[config.mk]
export PLATFORM = sky130hd
export DESIGN_NAME = spi_prot_regs
export DESIGN_NICKNAME = d
export VERILOG_FILES = /design/src/rtl/spi_prot_pkg.sv /design/src/rtl/spi_frame_shifter.sv /design/src/rtl/spi_pair_guard.sv /design/src/rtl/spi_key_lock.sv /design/src/rtl/spi_prot_regs.sv
export SDC_FILE = /design/constraint.sdc
export NUM_CORES = 1
export LEC_CHECK = 0
export ABC_AREA = 1
export ABC_CLOCK_PERIOD_IN_PS = 2300
export CAP_MARGIN = 20
export CORE_MARGIN = 3
export CORE_UTILIZATION = 51
export DETAILED_ROUTE_END_ITERATION = 7
export PLACE_DENSITY = 0.74
export SYNTH_ARGS = -nofsm -noshare
export SYNTH_HDL_FRONTEND = slang
export SYNTH_HIERARCHICAL = 1
export SYNTH_SLANG_ARGS = --single-unit
[constraint.sdc]
create_clock -name clk -period 2.3 [get_ports clk]
set_clock_uncertainty 0.05 [all_clocks]
set_input_delay 0.345 -clock clk [delete_from_list [all_inputs] [get_ports clk]]
set_output_delay 0.345 -clock clk [all_outputs]
set_load 0.02 [all_outputs]
[src/rtl/spi_prot_pkg.sv]
package spi_prot_pkg;
  localparam int DW      = 8;
  localparam int AW      = 6;
  localparam int FW      = 1 + AW + DW + 1;
  localparam int NFLAG   = 4;
  localparam int NKEY    = 4;
  localparam int NPAIR   = 2;

  localparam logic [AW-1:0] A_CFG_REQ  = 6'h01;
  localparam logic [AW-1:0] A_CFG_ACT  = 6'h02;
  localparam logic [AW-1:0] A_CTRL     = 6'h03;
  localparam logic [AW-1:0] A_CTRL_INV = 6'h04;
  localparam logic [AW-1:0] A_OUT      = 6'h05;
  localparam logic [AW-1:0] A_OUT_INV  = 6'h06;
  localparam logic [AW-1:0] A_KEY      = 6'h08;
  localparam logic [AW-1:0] A_STATUS   = 6'h0A;

  localparam logic [DW-1:0] KEY_VAL [NKEY] = '{8'hA5, 8'h5A, 8'hC3, 8'h3C};

  typedef struct packed {
    logic            wr;
    logic [AW-1:0]   addr;
    logic [DW-1:0]   data;
    logic            par;
  } frame_t;
endpackage

[src/rtl/spi_frame_shifter.sv]
module spi_frame_shifter
  import spi_prot_pkg::*;
(
  input  logic          clk,
  input  logic          rst_n,
  input  logic          sclk,
  input  logic          cs_n,
  input  logic          mosi,
  input  logic [FW-1:0] tx_word,
  output logic          miso,
  output logic          frame_vld,
  output logic [FW-1:0] frame_word
);
  localparam int CW = $clog2(FW) + 1;
  localparam logic [CW-1:0] CMAX = {CW{1'b1}};

  logic [1:0] cs_s, sclk_s, mosi_s;
  logic       cs_p, sclk_p;
  logic [FW-1:0] rx_q, rx_n, tx_q, tx_n;
  logic [CW-1:0] cnt_q, cnt_n;
  logic          vld_q, vld_n;

  wire cs_fall   = cs_p & ~cs_s[1];
  wire cs_rise   = ~cs_p & cs_s[1];
  wire sclk_rise = ~sclk_p & sclk_s[1];
  wire sclk_fall = sclk_p & ~sclk_s[1];

  always_comb begin
    rx_n  = rx_q;
    tx_n  = tx_q;
    cnt_n = cnt_q;
    vld_n = cs_rise && (cnt_q == CW'(FW));
    if (cs_fall) begin
      cnt_n = '0;
      tx_n  = tx_word;
    end else if (!cs_s[1]) begin
      if (sclk_rise) begin
        rx_n = {rx_q[FW-2:0], mosi_s[1]};
        if (cnt_q != CMAX) cnt_n = cnt_q + 1'b1;
      end
      if (sclk_fall) tx_n = {tx_q[FW-2:0], 1'b0};
    end
  end

  always_ff @(posedge clk or negedge rst_n) begin
    if (!rst_n) begin
      cs_s   <= 2'b11;
      sclk_s <= 2'b00;
      mosi_s <= 2'b00;
      cs_p   <= 1'b1;
      sclk_p <= 1'b0;
      rx_q   <= '0;
      tx_q   <= '0;
      cnt_q  <= '0;
      vld_q  <= 1'b0;
    end else begin
      cs_s   <= {cs_s[0], cs_n};
      sclk_s <= {sclk_s[0], sclk};
      mosi_s <= {mosi_s[0], mosi};
      cs_p   <= cs_s[1];
      sclk_p <= sclk_s[1];
      rx_q   <= rx_n;
      tx_q   <= tx_n;
      cnt_q  <= cnt_n;
      vld_q  <= vld_n;
    end
  end

  assign miso       = ~cs_s[1] & tx_q[FW-1];
  assign frame_vld  = vld_q;
  assign frame_word = rx_q;
endmodule

[src/rtl/spi_pair_guard.sv]
module spi_pair_guard
  import spi_prot_pkg::*;
#(
  parameter logic [DW-1:0] RST_VAL = '0
) (
  input  logic          clk,
  input  logic          rst_n,
  input  logic          wr_val,
  input  logic          wr_inv,
  input  logic [DW-1:0] data,
  output logic [DW-1:0] act,
  output logic          perr
);
  logic          pend_q, pend_n;
  logic [DW-1:0] val_q, val_n, act_q, act_n;
  logic          match;

  always_comb begin
    match  = pend_q && (data == ~val_q);
    perr   = wr_inv && !match;
    pend_n = pend_q;
    val_n  = val_q;
    act_n  = act_q;
    if (wr_val) begin
      pend_n = 1'b1;
      val_n  = data;
    end else if (wr_inv) begin
      pend_n = 1'b0;
      if (match) act_n = val_q;
    end
  end

  always_ff @(posedge clk or negedge rst_n) begin
    if (!rst_n) begin
      pend_q <= 1'b0;
      val_q  <= '0;
      act_q  <= RST_VAL;
    end else begin
      pend_q <= pend_n;
      val_q  <= val_n;
      act_q  <= act_n;
    end
  end

  assign act = act_q;
endmodule

[src/rtl/spi_key_lock.sv]
module spi_key_lock
  import spi_prot_pkg::*;
(
  input  logic            clk,
  input  logic            rst_n,
  input  logic            key_wr,
  input  logic [DW-1:0]   key_data,
  input  logic            relock,
  output logic [NKEY-1:0] key_ok,
  output logic            open
);
  localparam int IW = $clog2(NKEY);

  logic [NKEY-1:0] ok_q, ok_n;
  logic [IW-1:0]   idx_q, idx_n;

  always_comb begin
    ok_n  = ok_q;
    idx_n = idx_q;
    if (relock) begin
      ok_n  = '0;
      idx_n = '0;
    end else if (key_wr) begin
      if (key_data == KEY_VAL[idx_q]) begin
        ok_n  = ((idx_q == '0) ? '0 : ok_q) | (NKEY'(1) << idx_q);
        idx_n = idx_q + 1'b1;
      end else begin
        ok_n  = '0;
        idx_n = '0;
      end
    end
  end

  always_ff @(posedge clk or negedge rst_n) begin
    if (!rst_n) begin
      ok_q  <= '0;
      idx_q <= '0;
    end else begin
      ok_q  <= ok_n;
      idx_q <= idx_n;
    end
  end

  assign key_ok = ok_q;
  assign open   = &ok_q;
endmodule

[src/rtl/spi_prot_regs.sv]
module spi_prot_regs
  import spi_prot_pkg::*;
#(
  parameter logic [DW-1:0] CFG_RST  = 8'h00,
  parameter logic [DW-1:0] CTRL_RST = 8'h01,
  parameter logic [DW-1:0] OUT_RST  = 8'h10
) (
  input  logic             clk,
  input  logic             rst_n,
  input  logic             spi_sclk,
  input  logic             spi_cs_n,
  input  logic             spi_mosi,
  output logic             spi_miso,
  output logic [DW-1:0]    cfg_act,
  output logic [DW-1:0]    ctrl_act,
  output logic [DW-1:0]    out_act,
  output logic             lock_open,
  output logic [NFLAG-1:0] err_flags,
  output logic             irq_pulse
);
  localparam logic [DW-1:0] PAIR_RST [NPAIR] = '{CTRL_RST, OUT_RST};
  localparam logic [AW-1:0] PAIR_VA  [NPAIR] = '{A_CTRL, A_OUT};
  localparam logic [AW-1:0] PAIR_IA  [NPAIR] = '{A_CTRL_INV, A_OUT_INV};

  logic          frame_vld;
  logic [FW-1:0] frame_word;
  frame_t        fr;
  logic          par_ok, wr, rd, addr_ok;
  logic [NPAIR-1:0] p_wr_val, p_wr_inv, p_err;
  logic [DW-1:0]    p_act [NPAIR];
  logic [NKEY-1:0]  key_ok;
  logic             cfg_wr, key_wr, st_wr, relock;
  logic [NFLAG-1:0] ev, flags_q, flags_n;
  logic             irq_q, irq_n;
  logic [DW-1:0]    cfg_req_q, cfg_req_n, cfg_act_q, cfg_act_n;
  logic [DW-1:0]    rdata_q, rdata_n;

  spi_frame_shifter u_shift (
    .clk       (clk),
    .rst_n     (rst_n),
    .sclk      (spi_sclk),
    .cs_n      (spi_cs_n),
    .mosi      (spi_mosi),
    .tx_word   ({{(DW-NFLAG){1'b0}}, flags_q, rdata_q}),
    .miso      (spi_miso),
    .frame_vld (frame_vld),
    .frame_word(frame_word)
  );

  always_comb begin
    fr      = frame_t'(frame_word);
    par_ok  = ^frame_word;
    wr      = frame_vld & par_ok & fr.wr;
    rd      = frame_vld & par_ok & ~fr.wr;
    addr_ok = fr.addr inside {A_CFG_REQ, A_CTRL, A_CTRL_INV, A_OUT,
                              A_OUT_INV, A_KEY, A_STATUS};
    cfg_wr  = wr && (fr.addr == A_CFG_REQ);
    key_wr  = wr && (fr.addr == A_KEY);
    st_wr   = wr && (fr.addr == A_STATUS);
    relock  = cfg_wr & lock_open;
  end

  generate
    for (genvar g = 0; g < NPAIR; g++) begin : g_pair
      assign p_wr_val[g] = wr && (fr.addr == PAIR_VA[g]);
      assign p_wr_inv[g] = wr && (fr.addr == PAIR_IA[g]);
      spi_pair_guard #(.RST_VAL(PAIR_RST[g])) u_guard (
        .clk   (clk),
        .rst_n (rst_n),
        .wr_val(p_wr_val[g]),
        .wr_inv(p_wr_inv[g]),
        .data  (fr.data),
        .act   (p_act[g]),
        .perr  (p_err[g])
      );
    end
  endgenerate

  spi_key_lock u_lock (
    .clk     (clk),
    .rst_n   (rst_n),
    .key_wr  (key_wr),
    .key_data(fr.data),
    .relock  (relock),
    .key_ok  (key_ok),
    .open    (lock_open)
  );

  always_comb begin
    ev        = {p_err, wr & ~addr_ok, frame_vld & ~par_ok};
    flags_n   = (flags_q & ~(st_wr ? fr.data[NFLAG-1:0] : '0)) | ev;
    irq_n     = |ev;
    cfg_req_n = cfg_wr ? fr.data : cfg_req_q;
    cfg_act_n = relock ? fr.data : cfg_act_q;
    rdata_n   = rdata_q;
    if (rd) begin
      unique case (fr.addr)
        A_CFG_REQ: rdata_n = cfg_req_q;
        A_CFG_ACT: rdata_n = cfg_act_q;
        A_CTRL:    rdata_n = p_act[0];
        A_OUT:     rdata_n = p_act[1];
        A_KEY:     rdata_n = {lock_open, {(DW-NKEY-1){1'b0}}, key_ok};
        A_STATUS:  rdata_n = {{(DW-NFLAG){1'b0}}, flags_q};
        default:   rdata_n = '0;
      endcase
    end
  end

  always_ff @(posedge clk or negedge rst_n) begin
    if (!rst_n) begin
      flags_q   <= '0;
      irq_q     <= 1'b0;
      cfg_req_q <= CFG_RST;
      cfg_act_q <= CFG_RST;
      rdata_q   <= '0;
    end else begin
      flags_q   <= flags_n;
      irq_q     <= irq_n;
      cfg_req_q <= cfg_req_n;
      cfg_act_q <= cfg_act_n;
      rdata_q   <= rdata_n;
    end
  end

  assign cfg_act   = cfg_act_q;
  assign ctrl_act  = p_act[0];
  assign out_act   = p_act[1];
  assign err_flags = flags_q;
  assign irq_pulse = irq_q;
endmodule

; ---- Yosys cells after proc, flatten, opt, wreduce, memory -nomap -nowiden
; Cells that the tools add are included.
[classes]
add_sub_neg = 2
magnitude_cmp = 1
n_eq_ne = 14
n_shift = 1
muxes = 23
bitwise_logic = 28
n_reduce_logical = 30
[ops]
columns = cell, n
row1 = $mux 16, 3
row2 = $pmux 8 s6, 1
row3 = $eq 8x8->1, 3
row4 = $mux 4, 5
row5 = $mux 5, 4
row6 = $eq 6x3->1 const B, 3
row7 = $bmux 8 s2, 1
row8 = $mux 8, 2
row9 = $not 8->8, 2
row10 = $reduce_xor 16->1, 1
row11 = $eq 6x2->1 const B, 2
row12 = $eq 6x4->1 const B, 2
row13 = $logic_and 1x1->1, 12
row14 = $reduce_and 3->1, 4
row15 = $reduce_bool 2->1, 6
row16 = $and 1x1->1, 11
row17 = $not 1->1, 10
row18 = $or 4x4->4, 2
row19 = $reduce_bool 7->1, 1
row20 = $eq 6x1->1 const B, 1
row21 = $mux 2, 3
row22 = $add 5x1->5 const B, 1
row23 = $eq 5x5->1 const B, 1
row24 = $ne 5x5->1 const B, 1
row25 = other kinds (13), 17
[totals]
ff_bits = 115
in_bits = 5
output_inout_bits = 31
wordCells = 121

; ---- Depth between registers and ports, before layout
; Gate-level depths: netlist of run 1.
[depth]
depth_word = 8
mapped_depth = 19
ltp_nobuf = 18

; ---- Hierarchy
; Netlist of run 1, hierarchy kept.
[by_module_without_submodules]
columns = module, instances, cells_each, area_per_inst_um2
row1 = spi_frame_shifter, 1, 234, 2005.7
row2 = spi_prot_regs, 1, 285, 1940.6
row3 = spi_pair_guard, 2, 117, 870.8
row4 = spi_key_lock, 1, 65, 420.4

; ---- Worst setup path after synthesis of run 1
; No wires, ideal clock.
[synth_timing]
path_type = register -> register
start = reg u_shift.rx_q[3], in the netlist u_shift/frame_word[3]
end = reg g_pair[1].u_guard.val_q[6]
arrival_ns = 2.198
required_ns = 2.114
slack_ns = -0.084
stages_incl_launch_ff = 17
path_buffers = 2
synth_period_minus_slack_ns = 2.384
cell_sequence = dfrtp_1 inv_2 nand2_1 nand2_1 nand2_1 nand2_1 inv_2 nand2_1 nand2_1 nand2_2 nand3_4 nor2_8 buf_4 inv_2 nor2_1 clkbuf_1 o21ai_0
[synth_between]
elab_chain_cells = 4
[synth_rtl]
columns = item, line_no
row1 = start: declaration, spi_frame_shifter.sv:19  ; logic [FW-1:0] rx_q, rx_n, tx_q, tx_n;
row2 = start signal: assignment, spi_frame_shifter.sv:62  ; rx_q <= rx_n;
row3 = $reduce_xor 16->1, spi_prot_regs.sv:52  ; par_ok = ^frame_word;
row4 = $and 1x1->1 (2 in a row), spi_prot_regs.sv:53  ; wr = frame_vld & par_ok & fr.wr;
row5 = $logic_and 1x1->1, spi_prot_regs.sv:65  ; assign p_wr_val[g] = wr && (fr.addr == PAIR_VA[g]);
row6 = named net p_wr_val[1], spi_prot_regs.sv:29  ; logic [NPAIR-1:0] p_wr_val, p_wr_inv, p_err;
row7 = end signal: assignment, spi_pair_guard.sv:40  ; val_q <= val_n;
row8 = end: declaration, spi_pair_guard.sv:15  ; logic [DW-1:0] val_q, val_n, act_q, act_n;
; The timed path passes the listed nets, and every way through them passes these cells.
; A chain may end at the register's enable or synchronous reset.

; ---- Worst setup path in the final report of run 1
[layout_timing]
start = reg u_shift.rx_q[11], in the netlist u_shift/frame_word[11]
end = reg g_pair[1].u_guard.act_q[2]
[layout_between]
elab_cells_between_ends = 9
[layout_rtl]
columns = item, line_no
row1 = $reduce_xor 16->1, spi_prot_regs.sv:52
row2 = $and 1x1->1 (2 in a row), spi_prot_regs.sv:53
row3 = $logic_and 1x1->1 (*), spi_prot_regs.sv:66  ; assign p_wr_inv[g] = wr && (fr.addr == PAIR_IA[g]);
row4 = named net p_wr_inv[1], spi_prot_regs.sv:29
row5 = $reduce_and 3->1 (no source line) (*), n/a
row6 = end signal: assignment, spi_pair_guard.sv:41  ; act_q <= act_n;
row7 = end: declaration, spi_pair_guard.sv:15
; Mark *: on every way through the listed nets, which the timed path passes. The rest lies on a longest branch.

==> results of run 1 <==
-- placed cells by master, fill, tap and decap left out, types with 3 or more instances in the layout --
cell type and count:
a211oi_1 3, a21oi_1 12, a221oi_1 3, buf_4 42, bufinv_16 3, clkbuf_1 6
clkbuf_16 17, clkbuf_8 4, clkdlybuf4s50_1 34, conb_1 4, dfrtp_1 97, dfrtp_2 13
dfstp_2 5, ha_1 6, inv_1 69, inv_2 30, nand2_1 327, nand2_2 22
nand3_1 51, nand3_2 6, nand4_1 13, nand4_4 3, nor2_1 50, nor2_2 11
nor2_4 9, nor2_8 3, nor3_1 3, o21ai_0 32, o21ai_1 8, o21ai_2 8
-- stage by stage --
step	instances	setup slack [ns]
after floorplan	821	0.0227
after global placement	1012	0.0654
after detailed placement	1012	-0.0694
after CTS	1046	0.00561
after global routing	1058	-0.0766
final	1058	0.00923
-- area by class of cell --
cell class	count	area, um^2	area share, %
Clock buffer	27	503	6.60
Clock inverter	5	100	1.31
Inverter	102	388	5.09
Multi-Input combinational cell	587	2850	37.4
Sequential cell	115	2900	38.1
Tap cell	143	179	2.35
Timing Repair Buffer	79	697	9.15
-- power by group through the flow --
stage               sequential (W)  combinational, W  clock (W)
floorplan                  0.00233          0.000738          0
global placement           0.00229           0.00114          0
detailed placement         0.00230           0.00117          0
CTS                        0.00227           0.00118    0.00272
global route               0.00229           0.00149    0.00282
finish                     0.00228           0.00133    0.00270
-- routing by layer --
metal	share of wire (%)	global-route usage, %	up-vias
met3	6.1	7.05	53
met4	3.7	12.5	0
met5	0	0	-
met1	42	31.6	2660
li1	-	-	2724
met2	48	41.2	192
-- sequential cells by signal, indices dropped and copies added, names as in the netlist, 4 cells and up --
| register | cells |
|---|---|
| u_shift/frame_word | 16 |
| u_shift/tx_q | 16 |
| cfg_act | 8 |
| g_pair.u_guard/val_q | 16 |
| cfg_req_q | 8 |
| err_flags | 4 |
| g_pair.u_guard/act | 16 |
| u_lock/key_ok | 4 |
| rdata_q | 8 |
| u_shift/cnt_q | 5 |
-- repair_timing --
action | CTS | global route
gates resized for setup | 3 | 45
setup endpoints to repair | 15 | 42
pin swaps | 3 | 24
endpoints found under the hold margin | 40 | 0
setup buffers | 1 | 12
hold buffers | 1 | 0
-- worst max-delay path, stage by stage, from the launching register on --
cell and delay [ns]:
dfrtp_2 0.42, inv_2 0.06, buf_4 0.12, nor2_1 0.16, inv_1 0.07, nor3_1 0.45, inv_1 0.15, nor2_4 0.13
inv_2 0.06, nor2_4 0.14, nand4_4 0.18, nand2_1 0.12, nand2_1 0.05
-- worst max path at each step --
stage | startpoint | endpoint | slack [ns] | depth (start not counted)
floorplan | u_shift/frame_word[7]$_DFFE_PN0P_ | g_pair[0].u_guard/act[6]$_DFFE_PN0P_ | 0.02 | 19
global placement | u_shift/frame_word[3]$_DFFE_PN0P_ | g_pair[0].u_guard/act[6]$_DFFE_PN0P_ | 0.07 | 18
detailed placement | u_shift/frame_word[14]$_DFFE_PN0P_ | g_pair[0].u_guard/act[6]$_DFFE_PN0P_ | -0.07 | 16
CTS | u_shift/frame_word[9]$_DFFE_PN0P_ | g_pair[1].u_guard/val_q[5]$_DFFE_PN0P_ | 0.006 | 17
global route | u_shift/frame_word[11]$_DFFE_PN0P_ | g_pair[0].u_guard/act[6]$_DFFE_PN0P_ | -0.08 | 18
finish | u_shift/frame_word[11]$_DFFE_PN0P_ | g_pair[1].u_guard/act[2]$_DFFE_PN0P_ | 0.009 | 12
-- logic make-up (layout without fill, tap and decap cells) --
| kind of cell | count (synthesis) | count (layout) | share of synthesized area, % |
|---|---|---|---|
| AOI/OAI and AO/OA | 71 | 71 | 6.90 |
| xor gates and xnor gates | 2 | 2 | 0.287 |
| adders and majority gates | 6 | 6 | 1.23 |
| buffers and inverters | 119 | 213 | 8.28 |
| DFF | 115 | 115 | 47.2 |
| other | 1 | 4 | 0.0614 |
| and+or+nand+nor | 504 | 504 | 36.0 |
==> flow_summary.yaml, run 1 <==
sta:
  finalSetupViolCount: 0
  hold_violations: 0
  max_freq_ghz: 0.437
  tns_ns: 0
  grt_setup_unrepaired: "true"
  hold_ws_ns: 0.279
  slew_viol_final: 0
  tightest_slew_ns: 0.573
  slew_headroom_pct: 61.5
  period_share_pct: 99.6
  fin_crit_ns: 2.29
route:
  dr.pass1.iters: 7
  wl_um: 15800
  viasPerCell: 5.32
  num_vias: 5629
  first_iter_violations: 422
  drc_errors: 0
  ant_nets: 0
  wire_per_inst_um: 14.9
critical_path:
  worst-endpoint-required_ns: 2.56
  rr_endpoint: "g_pair[1].u_guard/act[2]$_DFFE_PN0P_"
  r2r-start: "u_shift/frame_word[11]$_DFFE_PN0P_"
  r2r_slack_ns: 0.009
  crit_arrival_ns: 2.55
  crit_path_end_kind: "flop"
  crit_type: "flop to flop"
  rr_worst_depth: 12
  worstSetupStartpointType: "flop"
  cp_max_fo: 8
worst_hold_path:
  hold_class: "input port to flop"
  hold_start: "spi_cs_n"
  holdPathEnd: "u_shift/cs_s[0]$_DFF_PN1_"
  min_path_cells: 1
synthesis:
  synth_area_per_cell_um2: 7.47
  ys_seq_area_share_pct: 47.2
  synth.distinct_cells: 38
  syn_area_mm2: 0.00611
  synthTopCellsByCount: "342 x nand2_1, 110 x dfrtp_1, 78 x inv_1"
  synthArstFlopShare_pct: 100
  synth-edff-count: 0
  synth_warnings: 6
  synth.most_common_cell: "nand2_1"
  synthTopCellsByArea: "dfrtp_1 45%, nand2_1 21%, inv_1 4.8%"
  synth_seq_cells: 115
  yosys.area.top_type_share_pct: 45.1
  synth_ff_type: "dfrtp_1"
  syn-instance-count: 818
  synth.largest_area_cell: "dfrtp_1"
power:
  p_switching_w: 0.00187
  ir_worst_vdd_v: 0.000619
  clock_power_share_pct: 42.8
  pwr-share-comb_pct: 21.1
  cellPowerDensity_mw_per_mm2: 829
  p_seq_share_pct: 36.1
  p_sw_share_pct: 29.7
  cellLeakagePower_nw: 4.03
  p_total_w: 0.00631
  internal_power_w: 0.00444
cts:
  cts-root-buf: "clkbuf_16"
  insertion_delay_ns: 0.42
  cts_tree: "built"
  htreeDepth: 4
  clockBufferDepth: 2
  clkTransAtPathRegs_ns: 0.05
  cts_buffers: 17
  clkSinkCount: 115
die:
  die_h_um: 115
  initial_core_util_pct: 52.8
  num_rows: 39
  io_pins: 36
  die_width_um: 115
  core_mm2: 0.0116
  floorplan.die_area_mm2: 0.0133
grt:
  grt_max_degree: 46
  grt_usage_pct: 25.5
  grt_remaining_overflow: 0
  antenna_found_initial: 0
  grt_pass1_wl_um: 26200
  grt_pass1_vias: 5423
finish:
  layout-drive-gt1-share_pct: 20.3
  antennaDiodeCount: 0
  nets: 913
  fillers: 942
  area_growth_pct: 24.7
  postLayoutCoreUtil_pct: 65.9
  finalInstanceArea_mm2: 0.00762
place:
  io_buffers: 35
  dp_hpwl_um: 11300
  routabilityCongestion: 0.872
  placed_area_mm2: 0.00679
status:
  outcome: "finished, final reports clean"
job:
  drv_cap: 0
Note: power is estimated with default switching activity, not from simulation.
==> inputs of run 2 (changes only) <==
- ABC_CLOCK_PERIOD_IN_PS: 2300 -> 2400
- PLACE_DENSITY: 0.74 -> 0.71
- clock period: 2.3 -> 2.4 ns (I/O delays scaled with it)
==> flow_summary.yaml, run 2 (synthesis gave the netlist of run 1 again) <==
sta:
  tightest_slew_ns: 0.629
  grt_setup_unrepaired: "true"
  hold_violations: 0
  slew_headroom_pct: 58.0
  period_share_pct: 93.8
  hold_ws_ns: 0.300
  worst_slack_ns: 0.150
  fin_crit_ns: 2.25
  max_freq_ghz: 0.444
  slew_viol_final: 0
  finalSetupViolCount: 0
cts:
  clkSinkCount: 115
  cts_buffers: 17
  insertion_delay_ns: 0.42
  cts-root-buf: "clkbuf_16"
  clkTransAtPathRegs_ns: 0.05
  clockBufferDepth: 2
  htreeDepth: 4
  cts_tree: "built"
power:
  pwr-share-comb_pct: 20.9
  p_sw_share_pct: 30.3
  ir_worst_vdd_v: 0.000620
  clock_power_share_pct: 41.0
  p_switching_w: 0.00172
  p_total_w: 0.00568
  internal_power_w: 0.00396
  cellPowerDensity_mw_per_mm2: 764
  p_seq_share_pct: 38.1
  cellLeakagePower_nw: 3.99
worst_hold_path:
  hold_class: "flop to flop"
  holdPathEnd: "u_shift/sclk_s[1]$_DFF_PN0_"
  min_path_cells: 0
  hold_start: "u_shift/sclk_s[0]$_DFF_PN0_"
die:
  die_width_um: 115
  floorplan.die_area_mm2: 0.0133
  die_h_um: 115
  num_rows: 39
  core_mm2: 0.0116
  initial_core_util_pct: 52.8
  io_pins: 36
critical_path:
  slowest_delay_ns: 0.43
  path_cells: "inv_1 > nand2_1 > nand2_1 > nand2_1 > nand2_2 > inv_1 > nand2_1 > nand2_1 > nand2_2 > nand3_4 > nor2_8 > buf_4 > buf_4 > buf_4 > nand2_4 > nand2_1 > o21ai_2"
  path_common_cell: "nand2_1"
  crit_type: "flop to flop"
  r2r_slack_ns: 0.15
  cp_max_fo: 16
  r2r-start: "u_shift/frame_word[9]$_DFFE_PN0P_"
  worst-endpoint-required_ns: 2.65
  cp_slowest_cell: "dfrtp_1"
  crit_arrival_ns: 2.50
  worstSetupStartpointType: "flop"
  crit_path_end_kind: "flop"
  rr_endpoint: "cfg_req_q[6]$_DFFE_PN0P_"
  cp_top_family: "simple AND/OR/NAND/NOR gates"
  rr_worst_depth: 17
  critPathBufInv: 5
grt:
  antenna_found_initial: 0
  grt_pass1_wl_um: 25800
  grt_max_degree: 47
  grt_remaining_overflow: 0
  grt_usage_pct: 25.2
  grt_pass1_vias: 5295
route:
  ant_nets: 0
  drc_errors: 0
  num_vias: 5473
  wl_um: 15400
  viasPerCell: 5.20
  dr.pass1.iters: 5
  wire_per_inst_um: 14.7
  first_iter_violations: 454
finish:
  antennaDiodeCount: 0
  nets: 907
  layout-drive-gt1-share_pct: 16.9
  area_growth_pct: 21.8
  fillers: 994
  final_cell_mix: "338 x nand2_1, 107 x dfrtp_1, 73 x inv_1, 52 x nor2_1, 52 x nand3_1"
  layout_commonest_cell: "nand2_1"
  postLayoutCoreUtil_pct: 64.3
place:
  io_buffers: 35
  place_ws_ns: -0.0188
  routabilityCongestion: 0.914
  dp_hpwl_um: 11100
job:
  drv_cap: 0
status:
  outcome: "finished, final reports clean"
==> run 2: changes by cell type in the layout (fill, tap and decap cells not counted), sizes merged <==
| cell | previous run | this run |
|---|---|---|
| buf | 44 | 38 |
| bufinv | 3 | 0 |
| clkbuf | 27 | 28 |
| clkinv | 4 | 6 |
==> run 2: repair_timing <==
item | 4_1_cts | 5_1_grt
buffers inserted | 2 | 7
endpoints found under the setup margin | 7 | 35
gates cloned | 0 | 0
hold endpoints to repair | 42 | 0
resized for setup | 1 | 22
hold buffers | 1 | 0
pin swaps | 1 | 9
==> run 2: worst max path at each step <==
stage                                                         to                               start  slack (ns)  depth (start not counted)
final                                   cfg_req_q[6]$_DFFE_PN0P_   u_shift/frame_word[9]$_DFFE_PN0P_        0.15                         17
after global routing        g_pair[0].u_guard/act[2]$_DFFE_PN0P_  u_shift/frame_word[14]$_DFFE_PN0P_       -0.02                         18
after CTS                   g_pair[0].u_guard/act[2]$_DFFE_PN0P_  u_shift/frame_word[10]$_DFFE_PN0P_        0.04                         18
after detailed placement    g_pair[0].u_guard/act[2]$_DFFE_PN0P_  u_shift/frame_word[14]$_DFFE_PN0P_       -0.02                         16
after global placement      g_pair[0].u_guard/act[6]$_DFFE_PN0P_  u_shift/frame_word[14]$_DFFE_PN0P_        0.06                         16
after floorplan           g_pair[1].u_guard/val_q[6]$_DFFE_PN0P_   u_shift/frame_word[3]$_DFFE_PN0P_        0.02                         16
==> run 2: per-stage QoR <==
step / setup TNS, ns / instances / cell area (um^2)
detailed placement: -0.0478 / 1010 / 6750
global placement: 0 / 1010 / 6750
floorplan: 0 / 821 / 6120
finish: 0 / 1052 / 7440
CTS: 0 / 1045 / 7340
global route: -0.101 / 1052 / 7440
==> run 2: final cells by class <==
| type | instances | area [um^2] | share of cell area, % |
|---|---|---|---|
| Sequential cell | 115 | 2890 | 38.8 |
| Multi-Input combinational cell | 587 | 2780 | 37.4 |
| Timing Repair Buffer | 73 | 648 | 8.71 |
| Clock buffer | 28 | 537 | 7.21 |
| Inverter | 102 | 385 | 5.18 |
| Tap cell | 143 | 179 | 2.40 |
| Clock inverter | 4 | 20.0 | 0.269 |
==> run 2: power groups by stage <==
stage               registers [W]  clock network, W  logic (W)
finish                    0.00216           0.00233    0.00119
CTS                       0.00215           0.00237    0.00114
global route              0.00218           0.00247    0.00134
floorplan                 0.00222                 0   0.000702
global placement          0.00218                 0    0.00109
detailed placement        0.00218                 0    0.00111
==> run 2: layer usage <==
| layer | track usage, % | part of all wire [%] |
|---|---|---|
| met5 | 0 | 0 |
| met4 | 12.1 | 3.0 |
| met3 | 5.64 | 5.3 |
| met2 | 40.6 | 48 |
| met1 | 32.3 | 44 |
